<file path="src/rtl/adcseq_pkg.sv">
// Package: shared constants, frame kinds and the configuration table.
// Assumes 24-bit words with commands in the upper 16 bits.
package adcseq_pkg;
    localparam int WORD_BYTES  = 3;
    localparam int DATA_BYTES  = 15;
    localparam int CFG_BYTES   = 18;
    localparam int WAKE_BYTES  = 3;
    localparam int LEN_W       = 5;
    localparam logic [7:0]  RD_ONE    = 8'h20;
    localparam logic [7:0]  WR_MANY   = 8'h60;
    localparam logic [7:0]  IDENT_REG = 8'h00;
    localparam logic [7:0]  IDENT_OK  = 8'h04;
    localparam logic [7:0]  CFG_BASE  = 8'h0B;
    localparam int          CFG_COUNT = 9;
    localparam logic [15:0] START_CMD = 16'h0033;

    typedef enum logic [2:0] {
        FK_RDREQ, FK_RDRPLY, FK_CFG, FK_WAKE, FK_DATA
    } frame_kind_t;

    // Value written to the n-th configured register.
    function automatic logic [7:0] cfg_value(input int n);
        case (n)
            0: return 8'h78;
            2: return 8'h02;
            3: return 8'h20;
            4: return 8'h0F;
            default: return 8'h00;
        endcase
    endfunction

    // Payload byte j (counted after the command word) of the burst.
    function automatic logic [7:0] cfg_byte(input int j);
        int w;
        int p;
        w = j / WORD_BYTES;
        p = j % WORD_BYTES;
        if (p == 2 || (2 * w + p) >= CFG_COUNT) return 8'h00;
        return cfg_value(2 * w + p);
    endfunction
endpackage

</file>
<file path="src/rtl/adcseq_spi_engine.sv">
// SPI mode-1 byte engine: one CS-low frame of nbytes bytes, MSB first.
// Assumes tx_byte follows byte_idx combinationally; SCLK half period is
// CLK_DIV clock cycles.
module adcseq_spi_engine #(
    parameter int CLK_DIV = 2,
    parameter int LEN_W   = 5
) (
    input  logic             clk,
    input  logic             rst_n,
    input  logic             start,
    input  logic [LEN_W-1:0] nbytes,
    input  logic [7:0]       tx_byte,
    input  logic             miso,
    output logic             sclk,
    output logic             mosi,
    output logic             cs_n,
    output logic [LEN_W-1:0] byte_idx,
    output logic [LEN_W-1:0] rx_idx,
    output logic [7:0]       rx_byte,
    output logic             rx_vld,
    output logic             done
);
    localparam int DIV_W = $clog2(CLK_DIV) + 1;

    typedef enum logic [2:0] {E_IDLE, E_LEAD, E_HIGH, E_LOW, E_TAIL, E_GAP} eng_t;
    eng_t             st;
    logic [DIV_W-1:0] div_cnt;
    logic [2:0]       bit_idx;
    logic [6:0]       shreg;
    logic [LEN_W-1:0] len;
    logic             tick;

    assign tick = (div_cnt == DIV_W'(CLK_DIV - 1));

    // Frame sequencing, clock generation and shifting.
    always_ff @(posedge clk) begin
        if (!rst_n) begin
            st <= E_IDLE; div_cnt <= '0; bit_idx <= 3'd7; shreg <= '0;
            len <= '0; sclk <= 1'b0; mosi <= 1'b0; cs_n <= 1'b1;
            byte_idx <= '0; rx_idx <= '0; rx_byte <= '0;
            rx_vld <= 1'b0; done <= 1'b0;
        end else begin
            rx_vld <= 1'b0;
            done   <= 1'b0;
            if (st != E_IDLE) div_cnt <= tick ? '0 : div_cnt + 1'b1;
            case (st)
                E_IDLE: if (start) begin
                    cs_n <= 1'b0; len <= nbytes; byte_idx <= '0;
                    bit_idx <= 3'd7; div_cnt <= '0; st <= E_LEAD;
                end
                E_LEAD, E_LOW: if (tick) begin
                    sclk <= 1'b1; mosi <= tx_byte[bit_idx]; st <= E_HIGH;
                end
                E_HIGH: if (tick) begin
                    sclk  <= 1'b0;
                    shreg <= {shreg[5:0], miso};
                    st    <= E_LOW;
                    if (bit_idx == 3'd0) begin
                        rx_byte <= {shreg, miso};
                        rx_idx  <= byte_idx;
                        rx_vld  <= 1'b1;
                        bit_idx <= 3'd7;
                        if (byte_idx == len - 1'b1) st <= E_TAIL;
                        else byte_idx <= byte_idx + 1'b1;
                    end else begin
                        bit_idx <= bit_idx - 1'b1;
                    end
                end
                E_TAIL: if (tick) begin
                    cs_n <= 1'b1; mosi <= 1'b0; st <= E_GAP;
                end
                E_GAP: if (tick) begin
                    done <= 1'b1; st <= E_IDLE;
                end
                default: st <= E_IDLE;
            endcase
        end
    end


    sclk_idle_chk: assert property (@(posedge clk) disable iff (!rst_n)
        cs_n |-> !sclk);

    mosi_edge_chk: assert property (@(posedge clk) disable iff (!rst_n)
        (!cs_n && $past(!cs_n) && !$rose(sclk)) |-> $stable(mosi));
endmodule

</file>
<file path="src/rtl/adcseq_edge_det.sv">
// Falling-edge detector for an asynchronous active-low strobe.
// Assumes the strobe stays low at least two clock cycles.
module adcseq_edge_det #(
    parameter int SYNC = 2
) (
    input  logic clk,
    input  logic rst_n,
    input  logic din_n,
    output logic fall
);
    logic [SYNC:0] pipe;

    // Synchronizer chain plus one delayed copy for edge detection.
    always_ff @(posedge clk) begin
        if (!rst_n) pipe <= '1;
        else        pipe <= {pipe[SYNC-1:0], din_n};
    end

    assign fall = pipe[SYNC] & ~pipe[SYNC-1];
endmodule

</file>
<file path="src/rtl/adc_frame_seq.sv">
// Start-up and conversion sequencer for a four-channel frame-based ADC.
// Assumes the converter answers a register read in the frame that follows.
module adc_frame_seq
    import adcseq_pkg::*;
#(
    parameter int CLK_DIV      = 2,
    parameter int RST_LOW_CYC  = 1000,
    parameter int RST_WAIT_CYC = 1000,
    parameter int N_CH         = 4,
    parameter int SMP_W        = 24,
    parameter int OUT_W        = 32
) (
    input  logic               clk,
    input  logic               rst_n,
    output logic               spi_sclk,
    output logic               spi_mosi,
    input  logic               spi_miso,
    output logic               spi_cs_n,
    input  logic               drdy_n,
    output logic               adc_rst_n,
    output logic [N_CH*OUT_W-1:0] sample_o,
    output logic               sample_vld,
    output logic               id_err
);
    localparam int ACC_W = N_CH * SMP_W;
    localparam int CNT_MAX = (RST_LOW_CYC > RST_WAIT_CYC) ? RST_LOW_CYC : RST_WAIT_CYC;
    localparam int CNT_W = $clog2(CNT_MAX + 1);

    typedef enum logic [2:0] {S_RLOW, S_RWAIT, S_XFER, S_RUN, S_HALT} seq_t;
    seq_t             st;
    frame_kind_t      kind;
    logic [CNT_W-1:0] cnt;
    logic             go, armed, pend, fall;
    logic [7:0]       ident, tx_byte, rx_byte;
    logic [LEN_W-1:0] nbytes, tx_idx, rx_idx;
    logic             rx_vld, done;
    logic [ACC_W-1:0] acc;

    adcseq_spi_engine #(.CLK_DIV(CLK_DIV), .LEN_W(LEN_W)) u_eng (
        .clk(clk), .rst_n(rst_n), .start(go), .nbytes(nbytes),
        .tx_byte(tx_byte), .miso(spi_miso), .sclk(spi_sclk),
        .mosi(spi_mosi), .cs_n(spi_cs_n), .byte_idx(tx_idx),
        .rx_idx(rx_idx), .rx_byte(rx_byte), .rx_vld(rx_vld), .done(done));

    adcseq_edge_det #(.SYNC(2)) u_drdy (
        .clk(clk), .rst_n(rst_n), .din_n(drdy_n), .fall(fall));

    // Frame length by kind.
    always_comb begin
        case (kind)
            FK_CFG:  nbytes = LEN_W'(CFG_BYTES);
            FK_WAKE: nbytes = LEN_W'(WAKE_BYTES);
            default: nbytes = LEN_W'(DATA_BYTES);
        endcase
    end

    // Outgoing byte for the current frame kind and byte position.
    always_comb begin
        tx_byte = 8'h00;
        case (kind)
            FK_RDREQ: if (tx_idx == 0) tx_byte = RD_ONE | IDENT_REG;
            FK_CFG: begin
                if (tx_idx == 0)      tx_byte = WR_MANY | CFG_BASE;
                else if (tx_idx == 1) tx_byte = 8'(CFG_COUNT - 1);
                else if (int'(tx_idx) >= WORD_BYTES)
                    tx_byte = cfg_byte(int'(tx_idx) - WORD_BYTES);
            end
            FK_WAKE: begin
                if (tx_idx == 0)      tx_byte = START_CMD[15:8];
                else if (tx_idx == 1) tx_byte = START_CMD[7:0];
            end
            default: tx_byte = 8'h00;
        endcase
    end

    // Collect identity byte and channel payload from received bytes.
    always_ff @(posedge clk) begin
        if (!rst_n) begin
            ident <= '0; acc <= '0;
        end else if (rx_vld) begin
            if (kind == FK_RDRPLY && rx_idx == 1) ident <= rx_byte;
            if (kind == FK_DATA && int'(rx_idx) >= WORD_BYTES)
                acc <= {acc[ACC_W-9:0], rx_byte};
        end
    end

    // Pending data-ready request: set by an armed edge, cleared when served.
    always_ff @(posedge clk) begin
        if (!rst_n)              pend <= 1'b0;
        else if (fall && armed)  pend <= 1'b1;
        else if (st == S_RUN)    pend <= 1'b0;
    end

    // Main start-up and run sequence.
    always_ff @(posedge clk) begin
        if (!rst_n) begin
            st <= S_RLOW; kind <= FK_RDREQ; cnt <= '0; go <= 1'b0;
            armed <= 1'b0; adc_rst_n <= 1'b0; id_err <= 1'b0;
            sample_vld <= 1'b0;
        end else begin
            go <= 1'b0;
            sample_vld <= 1'b0;
            case (st)
                S_RLOW: if (cnt == CNT_W'(RST_LOW_CYC - 1)) begin
                    adc_rst_n <= 1'b1; cnt <= '0; st <= S_RWAIT;
                end else cnt <= cnt + 1'b1;
                S_RWAIT: if (cnt == CNT_W'(RST_WAIT_CYC - 1)) begin
                    kind <= FK_RDREQ; go <= 1'b1; st <= S_XFER;
                end else cnt <= cnt + 1'b1;
                S_XFER: if (done) begin
                    case (kind)
                        FK_RDREQ:  begin kind <= FK_RDRPLY; go <= 1'b1; end
                        FK_RDRPLY: if (ident == IDENT_OK) begin
                            kind <= FK_CFG; go <= 1'b1;
                        end else begin
                            id_err <= 1'b1; st <= S_HALT;
                        end
                        FK_CFG:    begin kind <= FK_WAKE; go <= 1'b1; end
                        FK_WAKE:   begin armed <= 1'b1; st <= S_RUN; end
                        default: begin
                            sample_vld <= 1'b1; st <= S_RUN;
                        end
                    endcase
                end
                S_RUN: if (pend) begin
                    kind <= FK_DATA; go <= 1'b1; st <= S_XFER;
                end
                default: st <= S_HALT;
            endcase
        end
    end

    // Channel registers, refreshed together with the valid pulse.
    for (genvar c = 0; c < N_CH; c++) begin : g_ch
        localparam int HI = ACC_W - 1 - c * SMP_W;
        always_ff @(posedge clk) begin
            if (!rst_n) sample_o[c*OUT_W +: OUT_W] <= '0;
            else if (st == S_XFER && done && kind == FK_DATA)
                sample_o[c*OUT_W +: OUT_W] <=
                    {{(OUT_W-SMP_W){acc[HI]}}, acc[HI -: SMP_W]};
        end
    end


    cs_in_reset_chk: assert property (@(posedge clk) disable iff (!rst_n)
        !adc_rst_n |-> spi_cs_n);

    id_err_sticky_chk: assert property (@(posedge clk) disable iff (!rst_n)
        id_err |=> (id_err && spi_cs_n));

    vld_pulse_chk: assert property (@(posedge clk) disable iff (!rst_n)
        sample_vld |=> !sample_vld);

    sample_hold_chk: assert property (@(posedge clk) disable iff (!rst_n)
        !$stable(sample_o) |-> sample_vld);
endmodule

</file>
<file path="config.mk">
export PLATFORM = sky130hd
export DESIGN_NAME = adc_frame_seq
export DESIGN_NICKNAME = d
export VERILOG_FILES = /design/src/rtl/adcseq_pkg.sv /design/src/rtl/adcseq_spi_engine.sv /design/src/rtl/adcseq_edge_det.sv /design/src/rtl/adc_frame_seq.sv
export SDC_FILE = /design/constraint.sdc
export NUM_CORES = 1
export LEC_CHECK = 0
export BUFFER_PORTS_ARGS = -buffer_cell sky130_fd_sc_hd__clkbuf_2
export CAP_MARGIN = 10
export CELL_PAD_IN_SITES_DETAIL_PLACEMENT = 2
export CELL_PAD_IN_SITES_GLOBAL_PLACEMENT = 2
export CORE_AREA = 2 2 195 197
export DETAILED_ROUTE_END_ITERATION = 8
export DIE_AREA = 0 0 197 199
export GPL_ROUTABILITY_DRIVEN = 1
export MAX_ROUTING_LAYER = met4
export PLACE_DENSITY = 0.95
export REMOVE_ABC_BUFFERS = 1
export SYNTH_ARGS = -nofsm -noshare
export SYNTH_HDL_FRONTEND = slang
export SYNTH_SLANG_ARGS = --single-unit
</file>
<file path="constraint.sdc">
create_clock -name clk -period 13.4 [get_ports clk]
set_clock_uncertainty 0.2 [all_clocks]
set_input_delay 0.67 -clock clk [delete_from_list [all_inputs] [get_ports clk]]
set_output_delay 0.67 -clock clk [all_outputs]
set_load 0.01 [all_outputs]
</file>
==> run summary <==
status - finished, final reports clean
Seq/Total Area, Yosys - 0.382
Unique masters post-synth - 85
adder-cell share of the synthesized area - 0.0390
H-tree levels - 1
Simple-Gate Fraction of Synth Area - 0.228
Startpoint Class - register
CP dominant cell by count - ha_1
Arrival @ worst endpoint - 10310 ps
Post-DP HPWL - 33.0 mm
met2 wire length - 29.3 mm
post-route ant nets - 0
Synth warnings - 0
RD Place Congestion - 0.850
main flop type after synthesis - dfxtp_1
Net Sw Frac - 0.213
Compound-Gate Fraction of Synth Area - 0.247
DR WL/cell - 24.7 microns
Post-synth top cells - 480 x nand2_1, 267 x dfxtp_1, 220 x a21boi_0
chip width - 197 microns
mux contribution to synthesized area - 0.0209
syn_area_per_cell - 7.95 sq um
CTS sink cnt - 267
post-CTS setup buffers - 0
clock buffer depth - 3
clock share of power - 0.500
Final Hold Vio Count - 0
row count - 71
sw power - 350 uW
CP required - 13690 ps
sequential share of power - 0.485
CP max-delay cell - dfxtp_1
initial core utilization - 0.377
CTS root buffer - clkbuf_16
CP Class - register to register
fin crit period - 10020 ps
Max Fclk - 99.8 MHz
EDFF count, synth - 0
combinational share of power - 0.014
layout cells sized above 1 - 0.126
cell taking the most area after synthesis - dfxtp_1
Gate Count Post-Synth - 1758
die area - 39200 sq um
DRT Pass-1 Iters - 4
Sum Neg Setup Slack - 0 ps
main combinational cell family by area after synthesis - compound AO/OA/AOI/OAI gates
port bufs - 137
R2R setup slack - 3380 ps
area grow syn2layout - 11.8%
post-synthesis async set-or-reset flop share - 0
Tot GR Track Use - 0.291
cts hold-fix bufs - 0
relative slew slack - 0.182
Slew Viols, Final - 0
RSZ-0062 raised after global routing - no
worst-margin pin slew - 1230 ps
CTS tree - built
# setup viols final - 0
initial DRC count - 624
DR DRC count - 0
# resized after CTS - 0
Clock transition at path regs - 70 ps
CP peak stage delay - 1050 ps
global route total overflow - 0
first-pass GRT wire length - 88.1 mm
synth top area cells - dfxtp_1 38%, nand2_1 13%, a21boi_0 12%
Final #Nets - 1839
critical path buffer and inverter count - 4
Top Ports - 138
core area - 37100 sq um
WL met1 - 22.5 mm
vias in the first global route - 14884
post-route cell area - 15600 sq um
initial antenna violation count - 0
Synth Cell Area - 14000 sq um
HP Class - input port to register
CTS buffer count - 26
routed vias/inst - 5.78
leakage power figure - 5.81 nW
count leader, synth - nand2_1
vias post-DR - 13179
Max Fanout on Critical Path - 26
die height - 199 microns
Synth top area share - 0.382
final period utilization - 0.748
PwrDens - 105 nW/um^2
CP top delay family - compound AO/OA/AOI/OAI gates
post-place instance area - 14700 sq um
Max VDD drop - 0.0818 mV
Ant. Diodes - 0
Int Power - 1.29 mW
Max-Cap Viols - 0
Routed met3 length - 1.96 mm
Worst-Skew Late Latency - 550 ps
top routing layer in use - met4
xor/xnor share of the synthesized area - 0.0262
crit end category - register
Post-Route WL - 56.4 mm
flops & latches, synth - 267
largest net degree at the start of global routing - 97
state kept, by name, indices dropped and copies added (netlist names), 2 cells and up:
signal,count
u_eng.shreg,7
cnt,10
kind,3
ident,8
u_eng.len,4
u_eng.rx_idx,5
sample_o,96
u_eng.rx_byte,8
u_eng.bit_idx,3
u_eng.st,3
u_eng.byte_idx,5
u_drdy.pipe,3
acc,96
u_eng.div_cnt,2
st,3
path summary, 6_finish.rpt:
kind	cells after the start	startpoint	to
max	34	u_eng.byte_idx[0]	u_eng.mosi
min	2	drdy_n	u_drdy.pipe[0]
max reg2reg	34	u_eng.byte_idx[0]	u_eng.mosi
min reg2reg	2	sample_o[75]	sample_o[75]
area by class of cell:
type,count,area [sq um]
Timing Repair Buffer,148,778
Tap cell,474,593
Clock inverter,8,168
Inverter,29,114
Sequential cell,267,5350
Multi-Input combinational cell,1320,7890
Fill cell,4083,21500
Clock buffer,36,749
cell families (layout without fill, tap and decap cells):
kind of cell / count (synthesis) / count (layout)
buf+inv: 171 / 221
simple gates: 731 / 731
compound gates: 478 / 478
flops: 267 / 267
fa+ha+maj: 43 / 43
mux: 27 / 27
xor+xnor: 41 / 41
through the flow:
| step | util | std cells | power (mW) | hold slack (ps) | setup slack [ps] |
|---|---|---|---|---|---|
| floorplan | - | 1616 | 0.824 | 186 | 5050 |
| global placement | 0.396 | 2237 | 0.835 | 215 | 4000 |
| detailed placement | 0.396 | 2237 | 0.836 | 231 | 3460 |
| CTS | 0.421 | 2281 | 1.64 | 159 | 3420 |
| global route | 0.421 | 2282 | 1.68 | 175 | 2400 |
| finish | 0.421 | 2282 | 1.64 | 159 | 3380 |
power by group through the flow:
stage                     sequential (mW)  clock [mW]  combinational, mW
final                               0.795       0.820             0.0236
after global routing                0.795       0.858             0.0249
after CTS                           0.795       0.825             0.0232
after detailed placement            0.813           0             0.0225
after global placement              0.813           0             0.0220
after floorplan                     0.813           0             0.0107
cell usage in the layout, fill, tap and decap left out, types with 13 or more instances in the layout:
master	synthesis	routed
nand2_1	480	479
dfxtp_1	267	267
a21boi_0	220	220
clkbuf_2	0	136
nor2_1	75	74
a21oi_1	60	60
o21ai_0	52	52
ha_1	42	42
inv_1	28	28
clkbuf_16	0	27
nor3_1	23	23
xnor2_1	23	23
nor2b_1	23	23
and2_1	23	23
a21o_1	22	22
nand2b_1	19	19
nand3_1	19	18
o21a_1	17	17
xor2_1	17	17
mux2i_1	13	13
mux2_2	13	13
routing by layer:
layer,vias up,GRT usage
li1,6048,-
met1,6598,0.311
met2,348,0.544
met3,185,0.0336
met4,0,0.124
met5,-,-
worst register-to-register path: cells and delay by family, from the launching register on:
kind	cells	cell delay, ps
AND/OR/NAND/NOR	7	1980
adder cells (fa/ha/maj)	5	1910
XOR/XNOR	2	410
flip-flops	1	1050
AO/OA/AOI/OAI	16	3860
buffers and inverters	4	580
Note: power is estimated with default switching activity, not from simulation.
